[config.mk]
export PLATFORM = sky130hd
export DESIGN_NAME = tmr_stat_reg
export DESIGN_NICKNAME = d
export VERILOG_FILES = /design/src/rtl/tmr_stat_pkg.sv /design/src/rtl/tmr_evt_det.sv /design/src/rtl/tmr_flag_cell.sv /design/src/rtl/tmr_stat_reg.sv
export SDC_FILE = /design/constraint.sdc
export NUM_CORES = 1
export LEC_CHECK = 0
export BUFFER_PORTS_ARGS = -buffer_cell sky130_fd_sc_hd__buf_2
export CORE_ASPECT_RATIO = 1.1
export CORE_MARGIN = 2
export CORE_UTILIZATION = 43
export CTS_BUF_LIST = sky130_fd_sc_hd__clkbuf_16
export DETAILED_ROUTE_END_ITERATION = 8
export GPL_ROUTABILITY_DRIVEN = 0
export PLACE_DENSITY = 0.89
export SETUP_SLACK_MARGIN = 0.15
export SLEW_MARGIN = 5
export SYNTH_ARGS = -nofsm -noshare
export SYNTH_HDL_FRONTEND = slang
export SYNTH_SLANG_ARGS = --single-unit
export TNS_END_PERCENT = 100
[constraint.sdc]
create_clock -name clk -period 1.75 [get_ports clk]
set_input_delay 0.0875 -clock clk [delete_from_list [all_inputs] [get_ports clk]]
set_output_delay 0.0875 -clock clk [all_outputs]
set_load 0.02 [all_outputs]
[src/rtl/tmr_stat_pkg.sv]
package tmr_stat_pkg;
  localparam int NFLAG   = 4;
  // internal flag index
  localparam int IX_A    = 0;
  localparam int IX_B    = 1;
  localparam int IX_OVF  = 2;
  localparam int IX_UNF  = 3;
  // bit positions in the status byte
  localparam int POS_A   = 0;
  localparam int POS_B   = 1;
  localparam int POS_OVF = 3;
  localparam int POS_UNF = 4;
  localparam int POS_DIR = 5;
  localparam logic [7:0] RSV_ONES = 8'hC0;

  function automatic int flag_pos(input int ix);
    case (ix)
      IX_A:    return POS_A;
      IX_B:    return POS_B;
      IX_OVF:  return POS_OVF;
      default: return POS_UNF;
    endcase
  endfunction
endpackage

[src/rtl/tmr_evt_det.sv]
module tmr_evt_det #(
  parameter int CNT_W = 16
) (
  input  logic [CNT_W-1:0]      cnt_cur,
  input  logic [CNT_W-1:0]      cnt_nxt,
  input  logic                  dir_up,
  input  logic [1:0][CNT_W-1:0] gr_val,
  input  logic [1:0]            cap,
  input  logic [1:0]            mode_cap,
  output logic [3:0]            ev
);
  localparam logic [CNT_W-1:0] TOP = {CNT_W{1'b1}};
  localparam logic [CNT_W-1:0] BOT = '0;

  logic moved;
  assign moved = (cnt_nxt != cnt_cur);

  for (genvar g = 0; g < 2; g++) begin : g_gr
    logic hit;
    assign hit   = moved && (cnt_nxt == gr_val[g]);
    assign ev[g] = mode_cap[g] ? cap[g] : hit;
  end

  assign ev[2] =  dir_up && (cnt_cur == TOP) && (cnt_nxt == BOT);
  assign ev[3] = !dir_up && (cnt_cur == BOT) && (cnt_nxt == TOP);
endmodule

[src/rtl/tmr_flag_cell.sv]
module tmr_flag_cell (
  input  logic clk,
  input  logic rst,
  input  logic set_ev,
  input  logic hw_clr,
  input  logic rd_en,
  input  logic wr_en,
  input  logic wr_bit,
  output logic flag,
  output logic arm
);
  logic sw_clr;
  logic flag_d;
  logic arm_d;

  assign sw_clr = wr_en && !wr_bit && arm;
  assign flag_d = set_ev || (flag && !(hw_clr || sw_clr));

  always_comb begin
    if (rd_en)      arm_d = flag;
    else if (wr_en) arm_d = 1'b0;
    else            arm_d = arm && flag;
  end

  always_ff @(posedge clk) begin
    if (rst) begin
      flag <= 1'b0;
      arm  <= 1'b0;
    end else begin
      flag <= flag_d;
      arm  <= arm_d;
    end
  end
endmodule

[src/rtl/tmr_stat_reg.sv]
module tmr_stat_reg
  import tmr_stat_pkg::*;
#(
  parameter int CNT_W = 16
) (
  input  logic             clk,
  input  logic             rst,
  input  logic [CNT_W-1:0] cnt_cur,
  input  logic [CNT_W-1:0] cnt_nxt,
  input  logic             dir_up,
  input  logic [CNT_W-1:0] gra,
  input  logic [CNT_W-1:0] grb,
  input  logic             mode_cap_a,
  input  logic             mode_cap_b,
  input  logic             cap_a,
  input  logic             cap_b,
  input  logic             xc_go_a,
  input  logic             xc_hold_a,
  input  logic             dm_go_a,
  input  logic             dm_clr_en_a,
  input  logic             xc_go_b,
  input  logic             xc_hold_b,
  input  logic             rd_en,
  input  logic             wr_en,
  input  logic [7:0]       wr_data,
  output logic [7:0]       rd_data,
  input  logic             ien_a,
  input  logic             ien_b,
  input  logic             ien_ovf,
  input  logic             ien_unf,
  output logic             irq_a,
  output logic             irq_b,
  output logic             irq_ovf,
  output logic             irq_unf
);
  logic [NFLAG-1:0] ev;
  logic [NFLAG-1:0] hw_clr;
  logic [NFLAG-1:0] flag;
  logic [NFLAG-1:0] arm;
  logic [7:0]       rd_img;
  logic             unused_wr;

  assign unused_wr = ^{wr_data[7:5], wr_data[2]};

  tmr_evt_det #(.CNT_W(CNT_W)) u_det (
    .cnt_cur  (cnt_cur),
    .cnt_nxt  (cnt_nxt),
    .dir_up   (dir_up),
    .gr_val   ({grb, gra}),
    .cap      ({cap_b, cap_a}),
    .mode_cap ({mode_cap_b, mode_cap_a}),
    .ev       (ev)
  );

  assign hw_clr[IX_A]   = (xc_go_a && !xc_hold_a) || (dm_go_a && dm_clr_en_a);
  assign hw_clr[IX_B]   = xc_go_b && !xc_hold_b;
  assign hw_clr[IX_OVF] = 1'b0;
  assign hw_clr[IX_UNF] = 1'b0;

  for (genvar i = 0; i < NFLAG; i++) begin : g_flag
    localparam int POS = flag_pos(i);
    tmr_flag_cell u_cell (
      .clk    (clk),
      .rst    (rst),
      .set_ev (ev[i]),
      .hw_clr (hw_clr[i]),
      .rd_en  (rd_en),
      .wr_en  (wr_en),
      .wr_bit (wr_data[POS]),
      .flag   (flag[i]),
      .arm    (arm[i])
    );
  end

  always_comb begin
    rd_img          = RSV_ONES;
    rd_img[POS_DIR] = dir_up;
    rd_img[POS_A]   = flag[IX_A];
    rd_img[POS_B]   = flag[IX_B];
    rd_img[POS_OVF] = flag[IX_OVF];
    rd_img[POS_UNF] = flag[IX_UNF];
  end

  always_ff @(posedge clk) begin
    if (rst)        rd_data <= RSV_ONES;
    else if (rd_en) rd_data <= rd_img;
  end

  assign irq_a   = flag[IX_A]   && ien_a;
  assign irq_b   = flag[IX_B]   && ien_b;
  assign irq_ovf = flag[IX_OVF] && ien_ovf;
  assign irq_unf = flag[IX_UNF] && ien_unf;
endmodule

After elaboration in Yosys (flattened, before gate mapping)
Index checks and enable logic that the tools add are counted.

Add/sub/neg operators: 0. Multipliers: 0. Div/mod/pow operators: 0. Magnitude comparators: 0. Equal/unequal tests: 5. Shifts and indexed selects: 0. Mux-type cells: 10. Bitwise logic cells: 0. Reduce and logical (&&, ||, !) cells: 49.

Operator list (number): == test 16 bit (2); == test 16 bit, second input constant (2); logical NOT 16 bit (2); logical AND 1 bit (29); inequality test 16 bit (1); logical NOT 1 bit (11); 2-to-1 mux 1 bit (10); logical OR 1 bit (7).

Register bits after elaboration: 13. Bits in latches: 0. Memory bits (writable): 0. Bits in read-only memories: 0. Input port bits: 91. Word-level logic and storage cells: 73. Memories kept: 0.

Logic depth before layout (Yosys ltp)
Gate-level depths: netlist of run 1.

Depth in word-level cells: 7. Depth in mapped cells: 5.

Cells and area by module
From an unflattened synthesis of run 1, not the netlist that was laid out.

Cells, all modules: 164. Area total of the unflattened synthesis: 1355.0 um^2.

Modules (own cells, without submodules): tmr_evt_det (instances 1, cells each 103, area an instance 745.7 um^2, sequential area each 0.0 um^2); tmr_flag_cell (instances 4, cells each 8, area an instance 88.8 um^2, sequential area each 40.0 um^2); tmr_stat_reg (instances 1, cells each 29, area an instance 254.0 um^2, sequential area each 100.1 um^2).

Worst setup path before layout of run 1
No wires, ideal clock.

Path type: input to register. Start point: input cnt_nxt[9]. End point: register g_flag[1].u_cell.flag. Arrival time: 941 ps. Required time: 1620 ps. Path slack: 680 ps. Cell stages on the path: 5. Buffers on the path: 1. Path through: buf_2 -> xnor2_1 -> nand4_1 -> nor4_2 -> o41ai_2.

Longest elaborated chain between the ends: 4. Elaborated cells between the ends (all ways): 5. Those cells by class: 2 x eq/ne; 1 x mux; 2 x reduce/logical.

RTL lines: from (decl) (RTL line tmr_stat_reg.sv:9) `input logic [CNT_W-1:0] cnt_nxt,`; inequality test 16 bit or == test 16 bit (tied branches) (RTL line tmr_evt_det.sv:16, tmr_evt_det.sv:20); logical AND 1 bit * (RTL line tmr_evt_det.sv:20) `assign hit = moved && (cnt_nxt == gr_val[g]);`; 2-to-1 mux 1 bit * (RTL line tmr_evt_det.sv:21) `assign ev[g] = mode_cap[g] ? cap[g] : hit;`; logical OR 1 bit * (RTL line tmr_flag_cell.sv:17) `assign flag_d = set_ev || (flag && !(hw_clr || sw_clr));`; to (signal assigned) (RTL line tmr_flag_cell.sv:30) `flag <= flag_d;`; to (decl) (RTL line tmr_flag_cell.sv:9) `output logic flag,`.

Mark *: on every way between the ends. The rest lies on a longest branch, timed or not. A chain may end at the register's enable or synchronous reset.

Final worst setup path of run 1
Start point: input cnt_nxt[0]. End point: register g_flag[0].u_cell.flag.

Longest elaborated chain between the ends: 4. Elaborated cells between the ends (all ways): 5. Those cells by class: 2 x eq/ne; 1 x mux; 2 x reduce/logical.

RTL lines (RTL line): inequality test 16 bit or == test 16 bit (tied branches) (tmr_evt_det.sv:16, tmr_evt_det.sv:20); logical AND 1 bit * (tmr_evt_det.sv:20); 2-to-1 mux 1 bit * (tmr_evt_det.sv:21); logical OR 1 bit * (tmr_flag_cell.sv:17); to (signal assigned) (tmr_flag_cell.sv:30); to (decl) (tmr_flag_cell.sv:9).

Marks and branches as above.

==> metrics.md, run 1 <==
| Metric | Value |
|---|---|
| Outcome | finished clean |
| Fin. max-slew vios | 0 |
| Hold crit path type | in2reg |
| Post-DP HPWL | 3330 um |
| Largest net degree at the start of global routing | 18 |
| Routed len/inst | 13.8 um |
| Detail Route Antenna Nets | 0 |
| Antenna violations before repair | 0 |
| Worst-path clk slew | 0.04 ns |
| Synth top cells by count | 30 x xor2_1, 18 x xnor2_1, 13 x dfxtp_1 |
| Worst path top cell family by delay | simple AND/OR/NAND/NOR gates |
| Vias in the first global route | 1,390 |
| Top cells by area, synth | xor2_1 20%, dfxtp_1 19%, xnor2_1 12% |
| Ys async rst share | 0% |
| Power density cells | 554 nW/um^2 |
| Peak VDD IR | between 0.5 and 0.6 mV |
| F_max | 989 MHz |
| Post-Route Utilization | between 60% and 70% |
| Critical path's slowest cell | nor4_1 |
| Crit share post-route | between 50% and 60% |
| Dominant synthesized flop cell | dfxtp_1 |
| Final min period | 1.01 ns |
| Final Hold Violating Endpoints | 0 |
| Largest stage delay on the critical path | 0.32 ns |
| Setup Slack @ Placement | 0.492 ns |
| Global route total overflow | 0 |
| Worst-case clock buffer depth | 2 |
| Setup CP Type | in2reg |
| Crit path cell chain | buf_2, xor2_1, nor4_1, nand4_1, o41ai_2 |
| 1st-pass router iterations | 4 |
| Setup TNS | 0 ns |
| Sequential area share after synthesis | roughly a fifth |
| Cell count after synthesis | 153 |
| Cell with the most instances after synthesis | xor2_1 |
| Setup Fix Bufs, Post-CTS | 0 |
| # hold bufs at CTS | 0 |
| Final Routed Wirelength | 3840 um |
| Top-area cell type share of the netlist area | approximately a fifth |
| Setup WS post-layout | about 0.74 ns |
| Max Cap Viol | 0 |
| Nets | 337 |
| Setup Skew | 0.000670 ns |
| Yosys reg bits | 13 |
| Htree depth | 1 |
| Clock root buffer master | clkbuf_16 |
| Iter 0 DRT Violations | 33 |
| RSZ-0062 raised after global routing | no |
| Design area | between 1500 and 2000 um^2 |
| Via density | 5.14 |
| Die Y | 62.5 um |
| TritonCTS clock tree | built |
| Global-route wire length before repair | 6020 um |
| I/O pin count | ~100 |
| Count of input and output buffers | between 90 and 100 |
| DRC violations left | 0 |
| Crit. End Element | flop |
| GRT Total Usage | 21.3% |
| Worst setup SP type | primary input |
| Area leader, netlist | xor2_1 |
| EDFF count, synth | 0 |
| Area of the core | between 2000 and 3000 um^2 |
| Die width | between 50 and 60 um |
| Layout cells sized above 1 | between 40% and 50% |
| Die area | 3570 um^2 |
| Post-Syn Area | 1340 um^2 |
| Leak | 0.874 nW |
| Initial Util | between 40% and 50% |
| CTS buffer count | 3 |
| Final setup vio count | 0 |
| WP buf/inv | 1 |
| Filler Cells Inserted | 283 |
| Crit path required time | 1.90 ns |
| Avg Synthesized Cell Area | roughly 8.7 um^2 |
| ANT cells | 0 |
| Placed cell areas | 1810 um^2 |
| Critical path arrival | 1.16 ns |
| PostCTS Resize Cnt | 0 |
| Crit path max fanout | 5 |
| FP Rows | 21 |
| Synthesis-to-layout area growth | 41.2% |
| Clock Latency Late Sink | 0.24 ns |
| Synth warn | 0 |
| Vias | 1,435 |
| Clk sinks | 13 |
| Netlist cell types | 34 |
[cells in the final DEF (no fill, tap or decap), types with 2 or more instances in the layout]
cell / count
a21oi_1: 4
and2_1: 4
buf_2: 95
clkbuf_16: 3
conb_1: 3
dfxtp_1: 13
inv_1: 3
mux2i_1: 5
nand2_1: 3
nand2b_1: 3
nand3_1: 2
nand3b_1: 6
nand4_1: 9
nand4b_1: 2
nor2_1: 7
nor3_1: 2
nor3b_1: 4
nor4_1: 5
nor4_2: 3
nor4b_1: 3
nor4bb_1: 8
o31ai_1: 2
o41ai_2: 2
xnor2_1: 18
xor2_1: 30
[worst min-delay path: cells and delay by family]
kind,cells,cell delay [ns]
multiplexers,1,0.07
AND/OR/NAND/NOR,1,0.07
buffers and inverters,1,0.11
[power breakdown]
group | internal (mW) | leakage (nW) | total (mW) | switching (mW)
Clock | 0.300 | 0.0423 | 0.418 | 0.118
Sequential | 0.304 | 0.106 | 0.309 | 0.00424
Combinational | 0.161 | 0.726 | 0.318 | 0.157
Total | 0.766 | 0.874 | 1.05 | 0.279
[path summary, 6_finish.rpt]
path | endpoint | cells past startpoint | startpoint | slack (ns)
max | g_flag[0].u_cell.flag | 5 | cnt_nxt[0] | 0.74
min | rd_data[5] | 3 | dir_up | 0.13
max reg2reg | g_flag[1].u_cell.flag | 4 | g_flag[1].u_cell.arm | 0.85
min reg2reg | rd_data[5] | 2 | rd_data[5] | 0.48
[state kept, by name (all words and copies together), names as in the netlist]
signal and count:
g_flag.u_cell.arm 4, g_flag.u_cell.flag 4, rd_data 5
[cell families after synthesis]
kind of cell              synth area share [%]
other                                    0.562
buffers and inverters                     4.31
and+or+nand+nor                           33.5
AOI/OAI and AO/OA                         6.93
xor gates and xnor gates                  31.5
DFF                                       19.5
muxes                                     3.75
[cell type report]
cell class / count / area [um^2] / share of cell area [%]
inverter: 2 / 7.51 / 0.398
multi-input combinational: 131 / 1020 / 54.2
timing repair buffer: 95 / 475 / 25.2
tap: 34 / 42.5 / 2.25
sequential: 13 / 260 / 13.8
clock buffer: 3 / 75.1 / 3.98
clock inverter: 1 / 3.75 / 0.199
[routing by layer]
layer / GRT usage, % / vias up / wire, um
li1: - / 731 / -
met3: 3.11 / 5 / 278
met2: 40.5 / 71 / 2050
met4: 6.10 / 0 / 42
met1: 23.8 / 628 / 1480
met5: 0 / - / 0
[through the flow]
stage	hold slack, ns	power, mW	cells
global route	0.146	1.10	279
finish	0.129	1.05	279
global placement	0.367	0.626	275
detailed placement	0.380	0.633	275
CTS	0.127	1.06	279
floorplan	0.235	0.478	154
Power figures use the tool's default switching activity.
==> inputs of run 2 (changes only) <==
--- a/config.mk
+++ b/config.mk
@@ -8,11 +8,11 @@
 export BUFFER_PORTS_ARGS = -buffer_cell sky130_fd_sc_hd__buf_2
 export CORE_ASPECT_RATIO = 1.1
 export CORE_MARGIN = 2
-export CORE_UTILIZATION = 43
+export CORE_UTILIZATION = 40
 export CTS_BUF_LIST = sky130_fd_sc_hd__clkbuf_16
 export DETAILED_ROUTE_END_ITERATION = 8
 export GPL_ROUTABILITY_DRIVEN = 0
-export PLACE_DENSITY = 0.89
+export PLACE_DENSITY = 0.84
 export SETUP_SLACK_MARGIN = 0.15
 export SLEW_MARGIN = 5
 export SYNTH_ARGS = -nofsm -noshare
==> constraint.sdc (replaced) <==
create_clock -name clk -period 0.94 [get_ports clk]
set_input_delay 0.047 -clock clk [delete_from_list [all_inputs] [get_ports clk]]
set_output_delay 0.047 -clock clk [all_outputs]
set_load 0.02 [all_outputs]
==> metrics.md, run 2 (synthesized netlist as in run 1, its figures left out) <==
| Metric | Value |
|---|---|
| Outcome | complete, but fails checks |
| Failing checks | negative setup slack |
| Worst-path clk slew | 0.04 ns (about the same) |
| I/O pin count | 103 (unchanged) |
| Clk sinks | 13 (unchanged) |
| Via density | 5.26 (+2.2%) |
| Clock group share of total power | 36.7% (-3.3 points) |
| Nets | 366 (+8.6%) |
| Hold path depth | 3 (unchanged) |
| Seq pwr share | 26.5% (-3.0 points) |
| Largest net degree at the start of global routing | 16 (-2) |
| Vias | 1,630 (+14%) |
| Die width | 59.1 um (+3.4%) |
| Setup CP Type | in2reg |
| Crit path max fanout | 3 (-2) |
| Commonest non-fill, non-tap cell in the layout | buf_2 |
| DRC violations left | 0 (unchanged) |
| Crit path required time | 1.06 ns (-0.84 ns) |
| Final min period | 0.941 ns |
| Final Hold Violating Endpoints | 0 (unchanged) |
| Fin. max-slew vios | 0 (unchanged) |
| Net Sw Frac | 27.4% (+0.70 points) |
| Synthesis-to-layout area growth | 77.9% |
| Setup Slack @ Placement | -0.334 ns (-0.826 ns) |
| CTS buffer count | 3 (unchanged) |
| Critical path arrival | 1.07 ns (-0.09 ns) |
| Detail Route Antenna Nets | 0 (unchanged) |
| Max Cap Viol | 0 (unchanged) |
| P_sw | 0.597 mW (+110%) |
| Crit share post-route | 100% |
| Area of the core | 3280 um^2 (+9.4%) |
| Worst setup SP type | primary input |
| GRT Total Usage | 23.0% (+1.7 points) |
| Global route total overflow | 0 (unchanged) |
| Final setup vio count | 1 (+1) |
| Htree depth | 1 (unchanged) |
| Die area | 3820 um^2 (+7.0%) |
| Top Registers | rd_data x5, g_flag.u_cell.arm x4, g_flag.u_cell.flag x4 |
| 1st-pass router iterations | 4 (unchanged) |
| Clock root buffer master | clkbuf_16 |
| Crit Reg-Reg Startpoint | g_flag[1].u_cell.arm |
| RSZ-0062 raised after global routing | yes |
| Total power | 2.18 mW (+110%) |
| Leak | 1.14 nW (+30%) |
| Post-DP HPWL | 3500 um (+5.1%) |
| Iter 0 DRT Violations | 67 (+100%) |
| R2R Path End | g_flag[1].u_cell.flag |
| Vias in the first global route | 1,616 (+16%) |
| ANT cells | 0 (unchanged) |
| Peak VDD IR | 0.611 mV (+5.2%) |
| Max reg flops | 5 (unchanged) |
| TritonCTS clock tree | built |
| Reg-to-reg setup timing slack | 0.04 ns (-0.81 ns) |
| Most frequent cells in the layout | 82 x buf_2, 30 x xor2_1, 25 x buf_4, 14 x buf_6, 10 x xnor2_2 |
| Setup WS post-layout | -0.000663 ns (-0.739 ns) |
| Worst-case clock buffer depth | 2 (unchanged) |
| P_int | 1.58 mW (+110%) |
| Crit. End Element | flop |
| Die Y | 64.6 um (+3.4%) |
| Setup Skew | 0.000369 ns (-0.000301 ns) |
| FP Rows | 22 (+4.8%) |
| Power density cells | 916 nW/um^2 (+65%) |
| Antenna violations before repair | 0 (unchanged) |
| # hold bufs at CTS | 0 (unchanged) |
| Count of input and output buffers | 95 (unchanged) |
| Routed len/inst | 14.7 um (+6.4%) |
| Initial Util | 40.8% (-3.8 points) |
| Hold Path Sink | rd_data[5] |
| Layout cells sized above 1 | 58.0% (+16 points) |
| Clock Latency Late Sink | 0.24 ns (about the same) |
| Top reg by flops | rd_data |
| Final Routed Wirelength | 4540 um (+18%) |
| Combinational Power Share | 36.9% (+6.4 points) |
| Worst reg2reg path depth | 4 (unchanged) |
| F_max | 1060 MHz |
| Hold path start | dir_up |
| Hold crit path type | in2reg |
| Global-route wire length before repair | 6830 um (+13%) |
[run 2: cell types whose count changed in the layout (fill, tap and decap cells not counted), moves of 10 or more]
cell / change
buf_4: +25
buf_2: -13
xnor2_2: +10
buf_6: +14
xnor2_1: -10
[run 2: cell type report]
class,count,area (um^2)
Timing Repair Buffer,124,801
Multi-Input combinational cell,131,1180
Inverter,2,7.51
Sequential cell,13,267
Fill cell,249,898
Clock inverter,1,5.00
Tap cell,36,45.0
Clock buffer,3,75.1
[run 2: power groups by stage]
stage | Sequential (mW) | Combinational, mW | Clock (mW)
after floorplan | 0.589 | 0.314 | 0
after CTS | 0.576 | 0.751 | 0.801
final | 0.576 | 0.803 | 0.798
after detailed placement | 0.585 | 0.666 | 0
after global routing | 0.577 | 0.868 | 0.827
after global placement | 0.584 | 0.658 | 0
[run 2: worst max path at each step]
stage,start,slack [ns],endpoint,cells past startpoint
global route,cnt_nxt[12],-0.07,g_flag[1].u_cell.flag,7
detailed placement,cnt_nxt[5],-0.33,g_flag[1].u_cell.flag,5
floorplan,cnt_nxt[12],-0.009,g_flag[1].u_cell.flag,4
CTS,cnt_nxt[5],0.04,g_flag[0].u_cell.flag,7
global placement,cnt_nxt[3],-0.28,g_flag[1].u_cell.flag,5
finish,cnt_nxt[12],-0.0007,g_flag[1].u_cell.flag,7
[run 2: worst max-delay path, cell delays in order]
cell     delay [ns]
buf_8          0.10
buf_6          0.11
xnor2_2        0.17
nand4_1        0.14
nor4_2         0.27
buf_4          0.16
o41ai_2        0.06
[run 2: what timing repair did]
item,4_1_cts,5_1_grt
buffers inserted,6,1
endpoints found under the setup margin,8,12
resized for setup,42,19
pin swaps,15,14
[run 2: stage by stage]
step / utilization [%] / instances / hold WS, ns / instance area, um^2 / setup TNS [ns]
2_1_floorplan: - / 154 / 0.194 / 1380 / -0.0167
3_3_place_gp: 60.5 / 299 / 0.324 / 1980 / -0.818
3_5_place_dp: 60.5 / 299 / 0.340 / 1980 / -0.967
4_1_cts: 69.4 / 309 / 0.105 / 2270 / 0
5_1_grt: 72.6 / 310 / 0.117 / 2380 / -0.187
6_report: 72.6 / 310 / 0.0935 / 2380 / -0.000663
[run 2: metal layers]
metal / up-vias / wire, um / global-route usage [%]
li1: 794 / - / -
met5: - / 0 / 0
met1: 734 / 1750 / 26.2
met4: 0 / 100 / 8.81
met2: 91 / 2370 / 42.1
met3: 11 / 324 / 3.19
==> inputs of run 3 (changes only) <==
--- a/config.mk
+++ b/config.mk
@@ -12,7 +12,7 @@
 export CTS_BUF_LIST = sky130_fd_sc_hd__clkbuf_16
 export DETAILED_ROUTE_END_ITERATION = 8
 export GPL_ROUTABILITY_DRIVEN = 0
-export PLACE_DENSITY = 0.84
+export PLACE_DENSITY = 0.77
 export SETUP_SLACK_MARGIN = 0.15
 export SLEW_MARGIN = 5
 export SYNTH_ARGS = -nofsm -noshare
==> metrics.md, run 3 (synthesized netlist as in run 1, its figures left out) <==
| Metric | Value |
|---|---|
| Outcome | complete, but fails checks |
| Failing checks | negative setup slack |
| Total power | 2.19 mW (+0.53%) |
| Crit share post-route | 100% (about the same) |
| Top Registers | rd_data x5, g_flag.u_cell.arm x4, g_flag.u_cell.flag x4 |
| R2R Path End | g_flag[1].u_cell.flag |
| Global-route wire length before repair | 6720 um (-1.6%) |
| Hold path start | mode_cap_b |
| FP Rows | 22 (unchanged) |
| Detail Route Antenna Nets | 0 (unchanged) |
| Post-DP HPWL | 3570 um (+1.9%) |
| Die width | 59.1 um (unchanged) |
| Fin. max-slew vios | 0 (unchanged) |
| Antenna violations before repair | 0 (unchanged) |
| F_max | 1060 MHz (about the same) |
| Largest net degree at the start of global routing | 16 (unchanged) |
| Die area | 3820 um^2 (unchanged) |
| I/O pin count | 103 (unchanged) |
| Htree depth | 1 (unchanged) |
| Clk sinks | 13 (unchanged) |
| Detail Route met3 WL | 347 um (+7.1%) |
| Clock Latency Late Sink | 0.24 ns (about the same) |
| Initial Util | 40.8% (unchanged) |
| Setup Slack @ Placement | -0.332 ns (+0.00123 ns) |
| Vias | 1,609 (-1.3%) |
| Die Y | 64.6 um (unchanged) |
| Hold Path Sink | g_flag[1].u_cell.flag |
| 1st-pass router iterations | 4 (unchanged) |
| Worst setup SP type | primary input |
| Most frequent cells in the layout | 77 x buf_2, 30 x xor2_1, 26 x buf_4, 16 x buf_6 |
| Crit path max fanout | 3 (unchanged) |
| Power density cells | 916 nW/um^2 (about the same) |
| Routed len/inst | 15.3 um (+4.4%) |
| ANT cells | 0 (unchanged) |
| Hold crit path type | in2reg |
| Leak | 1.13 nW (-0.81%) |
| Via density | 5.21 (-0.97%) |
| Max Cap Viol | 0 (unchanged) |
| Max reg flops | 5 (unchanged) |
| Crit. End Element | flop |
| Nets | 365 (-0.27%) |
| Final Hold Violating Endpoints | 0 (unchanged) |
| TritonCTS clock tree | built |
| Iter 0 DRT Violations | 84 (+25%) |
| Global route total overflow | 0 (unchanged) |
| Worst reg2reg path depth | 4 (unchanged) |
| Setup WS post-layout | -0.000455 ns (+0.000208 ns) |
| Critical path arrival | 1.06 ns (about the same) |
| Met1 wire length | 1760 um (+0.69%) |
| Commonest non-fill, non-tap cell in the layout | buf_2 |
| Area of the core | 3280 um^2 (unchanged) |
| RSZ-0062 raised after global routing | yes |
| Setup Skew | 0.000268 ns (-0.000101 ns) |
| Final min period | 0.940 ns (-0.000208 ns) |
| Worst-path clk slew | 0.04 ns (about the same) |
| Hold Slack | 0.117 ns (+0.0235 ns) |
| DRC violations left | 0 (unchanged) |
| GRT Total Usage | 23.1% (+0.094 points) |
| Crit Reg-Reg Startpoint | g_flag[1].u_cell.arm |
| CTS buffer count | 3 (unchanged) |
| Final Routed Wirelength | 4730 um (+4.0%) |
| Vias in the first global route | 1,554 (-3.8%) |
| Uppermost routed layer | met4 |
| Crit path required time | 1.06 ns (about the same) |
| Final setup vio count | 1 (unchanged) |
| Layout cells sized above 1 | 57.1% (-0.89 points) |
| Top reg by flops | rd_data |
| DR WL met2 | 2430 um (+2.6%) |
| Count of input and output buffers | 95 (unchanged) |
| Worst-case clock buffer depth | 2 (unchanged) |
| Hold path depth | 3 (unchanged) |
| Peak VDD IR | 0.528 mV (-14%) |
| Clock root buffer master | clkbuf_16 |
| Setup CP Type | in2reg |
| Synthesis-to-layout area growth | 78.9% |
| Origin of the worst setup path | cnt_nxt[12] |
| Reg-to-reg setup timing slack | 0.04 ns (about the same) |
[run 3: critical path: stages]
cell,delay (ns)
buf_6,0.10
buf_6,0.12
xnor2_4,0.17
nand4_1,0.14
nor4_2,0.25
buf_4,0.16
o41ai_2,0.07
[run 3: how the worst max path moves through the flow]
stage	end
3_3_place_gp	g_flag[1].u_cell.flag
5_1_grt	g_flag[1].u_cell.flag
3_5_place_dp	g_flag[1].u_cell.flag
6_report	g_flag[1].u_cell.flag
2_1_floorplan	g_flag[1].u_cell.flag
4_1_cts	g_flag[0].u_cell.flag
[run 3: metrics by stage]
| stage | cells | utilization (%) | setup TNS (ns) | cell area [um^2] |
|---|---|---|---|---|
| after floorplan | 154 | - | -0.0167 | 1380 |
| after global placement | 299 | 60.5 | -0.856 | 1980 |
| after detailed placement | 299 | 60.5 | -0.950 | 1980 |
| after CTS | 306 | 67.5 | 0 | 2210 |
| after global routing | 309 | 73.0 | -0.0990 | 2390 |
| final | 309 | 73.0 | -0.000455 | 2390 |
[run 3: area by class of cell]
type                       instances  area (um^2)
multi-input combinational        131         1180
fill                             260          885
timing repair buffer             123          813
sequential                        13          268
clock buffer                       3         75.1
tap                               36         45.0
inverter                           2         7.51
clock inverter                     1         3.75
[run 3: repair_timing]
item / CTS / global route
setup buffers: 3 / 3
hold endpoints to repair: 0 / 0
hold buffers: 0 / 0
gates resized for setup: 35 / 32
endpoints found under the setup margin: 8 / 12
pin swaps: 18 / 16
gates cloned: 0 / 0
[run 3: metal layers]
metal	track usage, %	vias up
met4	11.1	0
met1	26.0	711
met5	0	-
met2	41.8	97
li1	-	786
met3	2.79	15
[run 3: power by group]
| part | internal, mW | leakage, nW | total (mW) | switching [mW] |
|---|---|---|---|---|
| combinational | 0.454 | 0.977 | 0.828 | 0.373 |
| sequential | 0.566 | 0.108 | 0.575 | 0.00889 |
| clock | 0.560 | 0.0423 | 0.787 | 0.227 |
